## src/rtl/rtc_cal_pkg.sv

```systemverilog
package rtc_cal_pkg;

  localparam int unsigned NUM_FIELDS = 7;
  localparam int unsigned IDX_W      = 3;

  typedef struct packed {
    logic [7:0] sec;
    logic [7:0] min;
    logic [7:0] hr;
    logic [7:0] day;
    logic [7:0] mon;
    logic [7:0] yr;
    logic [7:0] wday;
  } cal_t;

  localparam cal_t CAL_RESET = '{sec: 8'h00, min: 8'h00, hr: 8'h00, day: 8'h01,
                                 mon: 8'h01, yr: 8'h00, wday: 8'h00};

  function automatic logic [7:0] bcd_inc(input logic [7:0] v);
    if (v[3:0] == 4'd9) return {v[7:4] + 4'd1, 4'd0};
    else                return {v[7:4], v[3:0] + 4'd1};
  endfunction

  function automatic logic [7:0] field_of(input cal_t c, input logic [IDX_W-1:0] idx);
    case (idx)
      3'd0:    return c.sec;
      3'd1:    return c.min;
      3'd2:    return c.hr;
      3'd3:    return c.day;
      3'd4:    return c.mon;
      3'd5:    return c.yr;
      3'd6:    return c.wday;
      default: return 8'h00;
    endcase
  endfunction

endpackage

```

## src/rtl/rtc_month_len.sv

```systemverilog
module rtc_month_len (
  input  logic [7:0] mon_bcd,
  input  logic [7:0] yr_bcd,
  output logic [7:0] last_day
);
  logic [6:0] yr_bin;
  logic       leap;

  always_comb begin
    yr_bin = 7'(yr_bcd[7:4]) * 7'd10 + 7'(yr_bcd[3:0]);
    leap   = (yr_bin[1:0] == 2'b00);
    case (mon_bcd)
      8'h02:                      last_day = leap ? 8'h29 : 8'h28;
      8'h04, 8'h06, 8'h09, 8'h11: last_day = 8'h30;
      default:                    last_day = 8'h31;
    endcase
  end
endmodule

```

## src/rtl/rtc_cal_counter.sv

```systemverilog
module rtc_cal_counter
  import rtc_cal_pkg::*;
(
  input  logic             clk,
  input  logic             rst,
  input  logic             step,
  input  logic             round_req,
  input  logic             load_en,
  input  logic [IDX_W-1:0] load_idx,
  input  logic [7:0]       load_data,
  input  logic [7:0]       last_day,
  output cal_t             now
);
  cal_t nxt;
  logic c_min, c_hr, c_day, c_mon, c_yr;

  always_comb begin
    nxt   = now;
    c_min = round_req ? (now.sec >= 8'h30) : (step && now.sec == 8'h59);
    c_hr  = c_min && now.min == 8'h59;
    c_day = c_hr  && now.hr  == 8'h23;
    c_mon = c_day && now.day == last_day;
    c_yr  = c_mon && now.mon == 8'h12;

    if (round_req)  nxt.sec = 8'h00;
    else if (step)  nxt.sec = (now.sec == 8'h59) ? 8'h00 : bcd_inc(now.sec);

    if (c_min) nxt.min = (now.min == 8'h59) ? 8'h00 : bcd_inc(now.min);
    if (c_hr)  nxt.hr  = (now.hr  == 8'h23) ? 8'h00 : bcd_inc(now.hr);
    if (c_day) begin
      nxt.day  = (now.day == last_day) ? 8'h01 : bcd_inc(now.day);
      nxt.wday = (now.wday == 8'h06) ? 8'h00 : now.wday + 8'h01;
    end
    if (c_mon) nxt.mon = (now.mon == 8'h12) ? 8'h01 : bcd_inc(now.mon);
    if (c_yr)  nxt.yr  = (now.yr  == 8'h99) ? 8'h00 : bcd_inc(now.yr);

    if (!round_req && !step && load_en) begin
      case (load_idx)
        3'd0:    nxt.sec  = load_data;
        3'd1:    nxt.min  = load_data;
        3'd2:    nxt.hr   = load_data;
        3'd3:    nxt.day  = load_data;
        3'd4:    nxt.mon  = load_data;
        3'd5:    nxt.yr   = load_data;
        3'd6:    nxt.wday = load_data;
        default: ;
      endcase
    end
  end

  always_ff @(posedge clk) begin
    if (rst) now <= CAL_RESET;
    else     now <= nxt;
  end

  // no step, round or load leaves every counter untouched
  a_r5_idle_hold: assert property (@(posedge clk) disable iff (rst)
    (!step && !round_req && !load_en) |=> $stable(now));

  // rounding always leaves seconds at zero
  a_r9_round_zero: assert property (@(posedge clk) disable iff (rst)
    round_req |=> (now.sec == 8'h00));

  // a tick below 59 seconds never touches the minutes
  a_r2_no_early_carry: assert property (@(posedge clk) disable iff (rst)
    (step && !round_req && now.sec != 8'h59) |=> $stable(now.min));
endmodule

```

## src/rtl/rtc_ctrl_regs.sv

```systemverilog
module rtc_ctrl_regs
  import rtc_cal_pkg::*;
#(
  parameter int unsigned    ADDR_W    = 5,
  parameter logic [ADDR_W-1:0] CTRL_ADDR = 5'h0D
) (
  input  logic              clk,
  input  logic              rst,
  input  logic              wr_en,
  input  logic [ADDR_W-1:0] addr,
  input  logic [7:0]        wr_data,
  input  cal_t              now,
  output logic              run,
  output logic              round_req,
  output logic              load_en,
  output logic [IDX_W-1:0]  load_idx,
  output logic [7:0]        rd_data
);
  localparam int unsigned RUN_BIT   = 0;
  localparam int unsigned ROUND_BIT = 1;
  localparam int unsigned SNAP_BIT  = 6;
  localparam int unsigned SHSEL_BIT = 7;

  logic [7:0] ctrl_q;
  cal_t       shadow;
  logic       ctrl_wr, is_time, snap;

  always_comb begin
    ctrl_wr   = wr_en && (addr == CTRL_ADDR);
    is_time   = (addr < ADDR_W'(NUM_FIELDS));
    snap      = ctrl_wr && wr_data[SNAP_BIT];
    run       = ctrl_q[RUN_BIT];
    round_req = ctrl_q[ROUND_BIT];
    load_en   = wr_en && is_time && !ctrl_q[RUN_BIT];
    load_idx  = addr[IDX_W-1:0];
  end

  always_ff @(posedge clk) begin
    if (rst) begin
      ctrl_q <= 8'h00;
    end else if (ctrl_wr) begin
      ctrl_q <= wr_data;
    end else begin
      ctrl_q[SNAP_BIT]  <= 1'b0;
      ctrl_q[ROUND_BIT] <= 1'b0;
    end
  end

  always_ff @(posedge clk) begin
    if (rst)       shadow <= CAL_RESET;
    else if (snap) shadow <= now;
  end

  always_ff @(posedge clk) begin
    if (rst)                     rd_data <= 8'h00;
    else if (is_time)            rd_data <= ctrl_q[SHSEL_BIT] ? field_of(shadow, load_idx)
                                                               : field_of(now, load_idx);
    else if (addr == CTRL_ADDR)  rd_data <= ctrl_q;
    else                         rd_data <= 8'h00;
  end

  // snapshot bit never survives past one cycle without a new write
  a_r7_snap_selfclear: assert property (@(posedge clk) disable iff (rst)
    (ctrl_q[SNAP_BIT] && !(ctrl_wr && wr_data[SNAP_BIT])) |=> !ctrl_q[SNAP_BIT]);

  // shadow bank only moves on a snapshot write
  a_r7_shadow_hold: assert property (@(posedge clk) disable iff (rst)
    !snap |=> $stable(shadow));

  // rounding request is one-shot
  a_r9_round_oneshot: assert property (@(posedge clk) disable iff (rst)
    (ctrl_q[ROUND_BIT] && !(ctrl_wr && wr_data[ROUND_BIT])) |=> !ctrl_q[ROUND_BIT]);
endmodule

```

## src/rtl/rtc_calendar_core.sv

```systemverilog
module rtc_calendar_core
  import rtc_cal_pkg::*;
#(
  parameter int unsigned       ADDR_W    = 5,
  parameter logic [ADDR_W-1:0] CTRL_ADDR = 5'h0D
) (
  input  logic              clk,
  input  logic              rst,
  input  logic              tick_1s,
  input  logic [ADDR_W-1:0] addr,
  input  logic              wr_en,
  input  logic [7:0]        wr_data,
  output logic [7:0]        rd_data
);
  cal_t             now;
  logic             run, round_req, load_en;
  logic [IDX_W-1:0] load_idx;
  logic [7:0]       last_day;

  rtc_ctrl_regs #(.ADDR_W(ADDR_W), .CTRL_ADDR(CTRL_ADDR)) u_regs (
    .clk(clk), .rst(rst), .wr_en(wr_en), .addr(addr), .wr_data(wr_data),
    .now(now), .run(run), .round_req(round_req), .load_en(load_en),
    .load_idx(load_idx), .rd_data(rd_data)
  );

  rtc_month_len u_mlen (.mon_bcd(now.mon), .yr_bcd(now.yr), .last_day(last_day));

  rtc_cal_counter u_cnt (
    .clk(clk), .rst(rst), .step(tick_1s && run), .round_req(round_req),
    .load_en(load_en), .load_idx(load_idx), .load_data(wr_data),
    .last_day(last_day), .now(now)
  );

  // loads are refused while the clock is running
  a_r6_no_load_running: assert property (@(posedge clk) disable iff (rst)
    (run && !round_req && !tick_1s) |=> $stable(now));
endmodule

```

## config.mk

```make
export PLATFORM = sky130hd
export DESIGN_NAME = rtc_calendar_core
export DESIGN_NICKNAME = d
export VERILOG_FILES = /design/src/rtl/rtc_cal_pkg.sv /design/src/rtl/rtc_month_len.sv /design/src/rtl/rtc_cal_counter.sv /design/src/rtl/rtc_ctrl_regs.sv /design/src/rtl/rtc_calendar_core.sv
export SDC_FILE = /design/constraint.sdc
export NUM_CORES = 1
export LEC_CHECK = 0
export ABC_AREA = 1
export BUFFER_PORTS_ARGS = -buffer_cell sky130_fd_sc_hd__buf_4
export CORE_UTILIZATION = 35
export CTS_CLUSTER_DIAMETER = 150
export DETAILED_ROUTE_END_ITERATION = 6
export PLACE_DENSITY = 0.54
export SETUP_SLACK_MARGIN = 0.3
export SYNTH_ARGS = -nofsm -noshare
export SYNTH_HDL_FRONTEND = slang
export SYNTH_SLANG_ARGS = --single-unit
```

## constraint.sdc

```tcl
create_clock -name clk -period 1.85 [get_ports clk]
set_input_delay 0.185 -clock clk [delete_from_list [all_inputs] [get_ports clk]]
set_output_delay 0.185 -clock clk [all_outputs]
set_load 0.01 [all_outputs]
```

# After elaboration in Yosys (flattened, before gate mapping)
# Index checks and enable logic that the tools add are counted.
[totals]
output_inout_bits = 8
register_bits = 128
word_cells = 116
[classes]
n_lt_le_gt_ge = 2
n_mul = 1
add_sub_neg = 14
n_eq_ne = 25
reduce_logical = 19
bitwise_logic = 1
muxes = 37
[op_table]
columns = ["operator", "n"]
rows = [
  ["$mux W8", 31],
  ["$pmux W8 S7", 2],
  ["$mux W56", 1],
  ["$add A4 B1 Y4 const B", 12],
  ["$eq A4 B4 Y1 const B", 6],
  ["$eq A8 B3 Y1 const B", 3],
  ["$eq A8 B5 Y1 const B", 2],
  ["$eq A8 B7 Y1 const B", 2],
  ["$pmux W8 S2", 1],
  ["$logic_and A1 B1 Y1", 12],
  ["$eq A3 B3 Y1 const B", 3],
  ["$add A8 B1 Y8 const B", 1],
  ["$eq A8 B2 Y1 const B", 1],
  ["$eq A8 B4 Y1 const B", 1],
  ["$eq A8 B6 Y1 const B", 1],
  ["$eq A8 B8 Y1", 1],
  ["$eq A8 B8 Y1 const B", 1],
  ["$ge A8 B6 Y1 const B", 1],
  ["$eq A3 B2 Y1 const B", 2],
  ["$eq A5 B4 Y1 const B", 1],
  ["$lt A5 B3 Y1 const B", 1],
  ["$mul A4 B3 Y1 const B", 1],
  ["$reduce_or A4 Y1", 1],
  ["$eq A3 B1 Y1 const B", 1],
  ["other kinds (7)", 10],
]

# Logic depth before layout (Yosys ltp)
[depth]
word_depth = 11
ltp_mapped = 14
mapped_depth_nobuf = 14

# By module
# From an unflattened synthesis, not the netlist that was laid out.
[unflattened]
cells_unflattened = 1234
area_unflattened_um2 = 8219.1
[modules_own_cells]
columns = ["mod", "instances", "area_each_um2", "cells_per_inst", "seq_area_each_um2"]
rows = [
  ["rtc_ctrl_regs", 1, 4018.9, 580, 1441.4],
  ["rtc_cal_counter", 1, 4005.1, 612, 1121.1],
  ["rtc_month_len", 1, 187.7, 40, 0.0],
  ["rtc_calendar_core", 1, 7.5, 2, 0.0],
]

# Least setup slack after synthesis
# Ideal clock, no wire load.
[synth_timing]
path_kind = "register to register"
start = "reg u_cnt.now[41] (netlist name)"
end = "reg u_cnt.now[15] (netlist name)"
synth_period_minus_slack_ns = 1.787
setup_slack_ns = 0.063
arrival_ns = 1.670
required_ns = 1.733
path_stages_with_launch = 13
n_path_buf = 1
cell_sequence = "dfxtp_1 > inv_1 > ha_1 > nand3_1 > nor2_2 > nand4_4 > nor2_8 > nand4_4 > buf_6 > nand2_1 > nand2_1 > nor2_1 > nor2_1"
[synth_via]
elab_chain_len = 8
[synth_lines]
columns = ["element", "line", "source"]
rows = [
  ["$eq A8 B7 Y1 (*)", "rtc_cal_counter.sv:20", "c_hr = c_min && now.min == 8'h59;"],
  ["$logic_and A1 B1 Y1 (*)", "rtc_cal_counter.sv:20", ""],
  ["$logic_and A1 B1 Y1 (*)", "rtc_cal_counter.sv:21", "c_day = c_hr && now.hr == 8'h23;"],
  ["$logic_and A1 B1 Y1 (*)", "rtc_cal_counter.sv:22", "c_mon = c_day && now.day == last_day;"],
  ["$logic_and A1 B1 Y1 (*)", "rtc_cal_counter.sv:23", "c_yr = c_mon && now.mon == 8'h12;"],
  ["$mux W8 (*)", "rtc_cal_counter.sv:35", "if (c_yr) nxt.yr = (now.yr == 8'h99) ? 8'h00 : bcd_inc(now.yr);"],
  ["$mux W8", "rtc_cal_counter.sv:38", "case (load_idx)"],
  ["$mux W56 (*)", "rtc_cal_counter.sv:37", "if (!round_req && !step && load_en) begin"],
]
# Every way passes the cells marked *; elsewhere a longest branch is shown, timed or not.
# A chain may end at the register's enable or synchronous reset.

# Worst setup path after layout
[layout_timing]
start = "reg u_cnt.now[41] (netlist name)"
end = "reg u_cnt.now[37] (netlist name)"
[layout_via]
elab_chain_len = 5
[layout_lines]
columns = ["element", "line", "source"]
rows = [
  ["$eq A8 B7 Y1 (*)", "rtc_cal_counter.sv:20", ""],
  ["$logic_and A1 B1 Y1 (*)", "rtc_cal_counter.sv:20", ""],
  ["$mux W8 (*)", "rtc_cal_counter.sv:29", "if (c_hr) nxt.hr = (now.hr == 8'h23) ? 8'h00 : bcd_inc(now.hr);"],
  ["$mux W8", "rtc_cal_counter.sv:38", ""],
  ["$mux W56 (*)", "rtc_cal_counter.sv:37", ""],
]
# Marks and branches as above.

==> flow_metrics.env <==
export IMPL_outcome="finished, violations left"
export IMPL_violations="setup timing"
export IMPL_num_rows=52
export IMPL_final_period_utilization_pct=101
export IMPL_p_sw_share_pct=23.7
export IMPL_cts_tree="yes"
export IMPL_regArea_um2=2580
export IMPL_clkTransAtPathRegs_ns=0.06
export IMPL_grt_pass1_vias=6898
export IMPL_path_cells="inv_2 -> ha_4 -> nand3_4 -> nor2_4 -> nand4_4 -> buf_4 -> nor2_4 -> buf_4 -> buf_4 -> nor2_4 -> o211ai_1 -> a21oi_1"
export IMPL_seqPwrFrac_pct=42.2
export IMPL_io_pins=25
export IMPL_cts_htree_levels=4
export IMPL_multi_input_area_um2=4420
export IMPL_clk_latency_ns=0.43
export IMPL_syn_nets=1082
export IMPL_power_mw=6.63
export IMPL_r2r_end="u_cnt.now[37]$_SDFF_PP0_"
export IMPL_drive_above_1_share_pct=30.9
export IMPL_dp_hpwl_mm=16.8
export IMPL_fill_cells=2007
export IMPL_max_freq_ghz=0.533
export IMPL_wl_per_cell_um=16.7
export IMPL_skew_ns=0.00713
export IMPL_worstHoldEndpoint="u_regs.ctrl_q[1]$_SDFF_PP0_"
export IMPL_cts_buffers=17
export IMPL_cpMaxStageDelayCell="dfxtp_2"
export IMPL_synth_warnings=0
export IMPL_endpoint_kind="register"
export IMPL_antenna_found_initial=0
export IMPL_clkSinkCount=128
export IMPL_vias_per_cell=4.97
export IMPL_rsz0062_at_grt="true"
export IMPL_die_w_um=145
export IMPL_final_area_um2=9950
export IMPL_syn_avg_cell_area_um2=6.91
export IMPL_route_detailed_drc=0
export IMPL_ctsLongestPathBuffers=2
export IMPL_ys_seq_area_share_pct=35.7
export IMPL_max_stage_delay_ns=0.32
export IMPL_cp_num_buf_inv=4
export IMPL_hp_start="wr_en"
export IMPL_relSlewSlack_pct=65.2
export IMPL_hp_class="input pin to register"
export IMPL_n_antenna_cell=0
export IMPL_synth_edff_count=0
export IMPL_ir_drop_mv=0.705
export IMPL_area_delta_synth_final_pct=38.5
export IMPL_maxCapViolations=0
export IMPL_worstPathMaxFanout=4
export IMPL_track_usage_pct=23.9
export IMPL_ff2ff_setup_slack_ns=-0.03
export IMPL_layout_nets=1226
export IMPL_fin_crit_ns=1.88
export IMPL_core_um2=20200
export IMPL_synth_seq_cells=128
export IMPL_cts_root_buf="clkbuf_16"
export IMPL_die_h_um=145
export IMPL_leakage_nw=4.14
export IMPL_holdPathStages=3
export IMPL_drtIter0Drc=614
export IMPL_drt_first_pass_iters=5
export IMPL_switchingPower_mw=1.57
export IMPL_cp_arrival_ns=2.17
export IMPL_fin_ws_ns=-0.0276
export IMPL_grt_overflow_total=0
export IMPL_vias=7294
export IMPL_hold_violations=0
export IMPL_crit_type="register to register"
export IMPL_pwr_share_clk_pct=51.8
export IMPL_grt_max_degree=59
export IMPL_start_util_pct=35.6
export IMPL_power_density_nw_per_um2=667
export IMPL_syn_inst=1040
export IMPL_setup_viol=6
export IMPL_ys_async_sr_fraction_pct=0
export IMPL_syn_cell_area_um2=7180
export IMPL_final_antenna_net_count=0
export IMPL_crit_family="simple AND/OR/NAND/NOR gates"
export IMPL_yosysUniqueCellTypes=43
export IMPL_reg2reg_depth=12
export IMPL_pwr_share_comb_pct=6.0
export IMPL_ys_dominant_reg_cell="dfxtp_1"
export IMPL_cp_required_ns=2.14
export IMPL_hold_ws_ns=0.0885
export IMPL_routed_wl_mm=24.5
export IMPL_die_area_um2=21100
export IMPL_gp_congestion=0.890
export IMPL_maxSlewViolCount=0
export IMPL_grt_pass1_wl_mm=38.6
export IMPL_port_buffer_count=24
export IMPL_power_internal_mw=5.06
export IMPL_critPathLaunchType="register"
export IMPL_place_area_um2=8450
export IMPL_worst_slew_pin_transition_ns=0.517
export IMPL_reg2reg_from="u_cnt.now[41]$_SDFF_PP0_"
==> what timing repair did <==
action,4_1_cts,5_1_grt
hold buffers,0,0
pin swaps,27,21
buffers inserted,23,8
gates cloned,2,0
resized for setup,90,79
endpoints found under the hold margin,0,0
endpoints found under the setup margin,56,56
==> sequential cells by signal, indices dropped and copies added (netlist names) <==
name and flops:
u_cnt.now 56, u_regs.ctrl_q 8, u_regs.rd_data 8, u_regs.shadow 56
==> cells in the mapped netlist, types with 3 or more instances <==
cell / n / area [um2]
nor2_2: 7 / 43.8
nand2_1: 170 / 638
buf_2: 16 / 80.1
nand2_2: 5 / 31.3
nor2_1: 76 / 285
o221ai_1: 4 / 35.0
o21ai_1: 3 / 15.0
or2_2: 3 / 18.8
o22ai_1: 35 / 219
inv_2: 13 / 48.8
clkbuf_1: 17 / 63.8
nand3_1: 68 / 340
nor2_4: 4 / 45.0
nand3b_1: 3 / 22.5
dfxtp_1: 128 / 2560
inv_1: 144 / 541
nand2_4: 3 / 33.8
o21ai_0: 104 / 521
o211ai_1: 10 / 75.1
ha_1: 25 / 313
xor2_1: 18 / 158
nor3_1: 14 / 70.1
a21oi_1: 122 / 611
a211oi_1: 3 / 22.5
o2111ai_1: 5 / 43.8
nand4_1: 16 / 100
==> how the worst max path moves through the flow <==
stage                                   from                        to  depth (start not counted)
floorplan           u_cnt.now[49]$_SDFF_PP0_  u_cnt.now[15]$_SDFF_PP0_                         12
global placement    u_cnt.now[32]$_SDFF_PP0_  u_cnt.now[16]$_SDFF_PP1_                         10
detailed placement  u_cnt.now[32]$_SDFF_PP0_  u_cnt.now[16]$_SDFF_PP1_                         10
CTS                 u_cnt.now[41]$_SDFF_PP0_  u_cnt.now[37]$_SDFF_PP0_                         12
global route        u_cnt.now[36]$_SDFF_PP0_  u_cnt.now[20]$_SDFF_PP0_                         12
finish              u_cnt.now[41]$_SDFF_PP0_  u_cnt.now[37]$_SDFF_PP0_                         12
==> worst min-delay path, cell delays in order <==
cell and delay (ns):
buf_4 0.12, nand2_4 0.09, nor2_1 0.08
==> power groups by stage <==
stage | Sequential (mW) | Combinational [mW] | Clock, mW
floorplan | 2.86 | 0.188 | 0
global route | 2.80 | 0.433 | 3.61
CTS | 2.80 | 0.384 | 3.48
detailed placement | 2.86 | 0.370 | 0
global placement | 2.86 | 0.371 | 0
finish | 2.80 | 0.398 | 3.44
==> through the flow <==
| stage | util, % | std cells | TNS, ns | worst slack, ns |
|---|---|---|---|---|
| finish | 49.3 | 1467 | -0.0852 | -0.0276 |
| global route | 49.3 | 1467 | -2.38 | -0.122 |
| CTS | 47.7 | 1459 | -0.0127 | -0.0111 |
| detailed placement | 41.9 | 1402 | -2.57 | -0.182 |
| global placement | 41.9 | 1402 | -1.45 | -0.129 |
| floorplan | - | 1040 | 0 | 0.160 |
==> per-layer routing <==
metal  wire (um)  share of wire [%]  GRT usage, %  vias to the layer above
met5           0                  0             0                        -
met4         522                2.1          7.89                        0
met3         951                3.9          3.77                       31
met2       11100                 45          36.9                      146
met1       11900                 49          33.8                     3360
li1            -                  -             -                     3757
==> logic make-up (layout without fill, tap and decap cells) <==
kind of cell               count (synthesis)  in the layout  synth area share, %
buffers and inverters                    197            353                 10.9
AOI/OAI and AO/OA                        292            292                 22.1
xor gates and xnor gates                  19             19                 2.32
and+or+nand+nor                          379            380                 24.7
DFF                                      128            128                 35.7
adders and majority gates                 25             25                 4.35
==> cell type report <==
type                    instances  area share, %
clock buffers                  22           4.97
clock inverters                10           1.08
inverters                     158           6.16
multi-input cells             716           44.4
flip-flops and latches        128           26.0
well taps                     270           3.39
repair buffers                163           14.1
==> placed cells by master, fill, tap and decap left out, drive strengths merged, types with 2 or more instances in the layout <==
cell,Yosys,layout
o22ai,35,35
clkinvlp,0,3
buf,22,163
xor2,18,18
ha,25,25
nand2,178,178
or2,3,3
nand4,18,18
nor2,88,89
inv,157,157
o2111ai,5,5
o21ai,107,107
o21bai,2,2
dfxtp,128,128
clkinv,1,6
nand3,71,71
bufinv,0,2
o221ai,4,4
nor3,16,16
a211oi,3,3
nand3b,3,3
o211ai,10,10
nor4,2,2
a21oi,122,122
clkbuf,17,22
No activity file was read; power rests on OpenSTA's default activity.
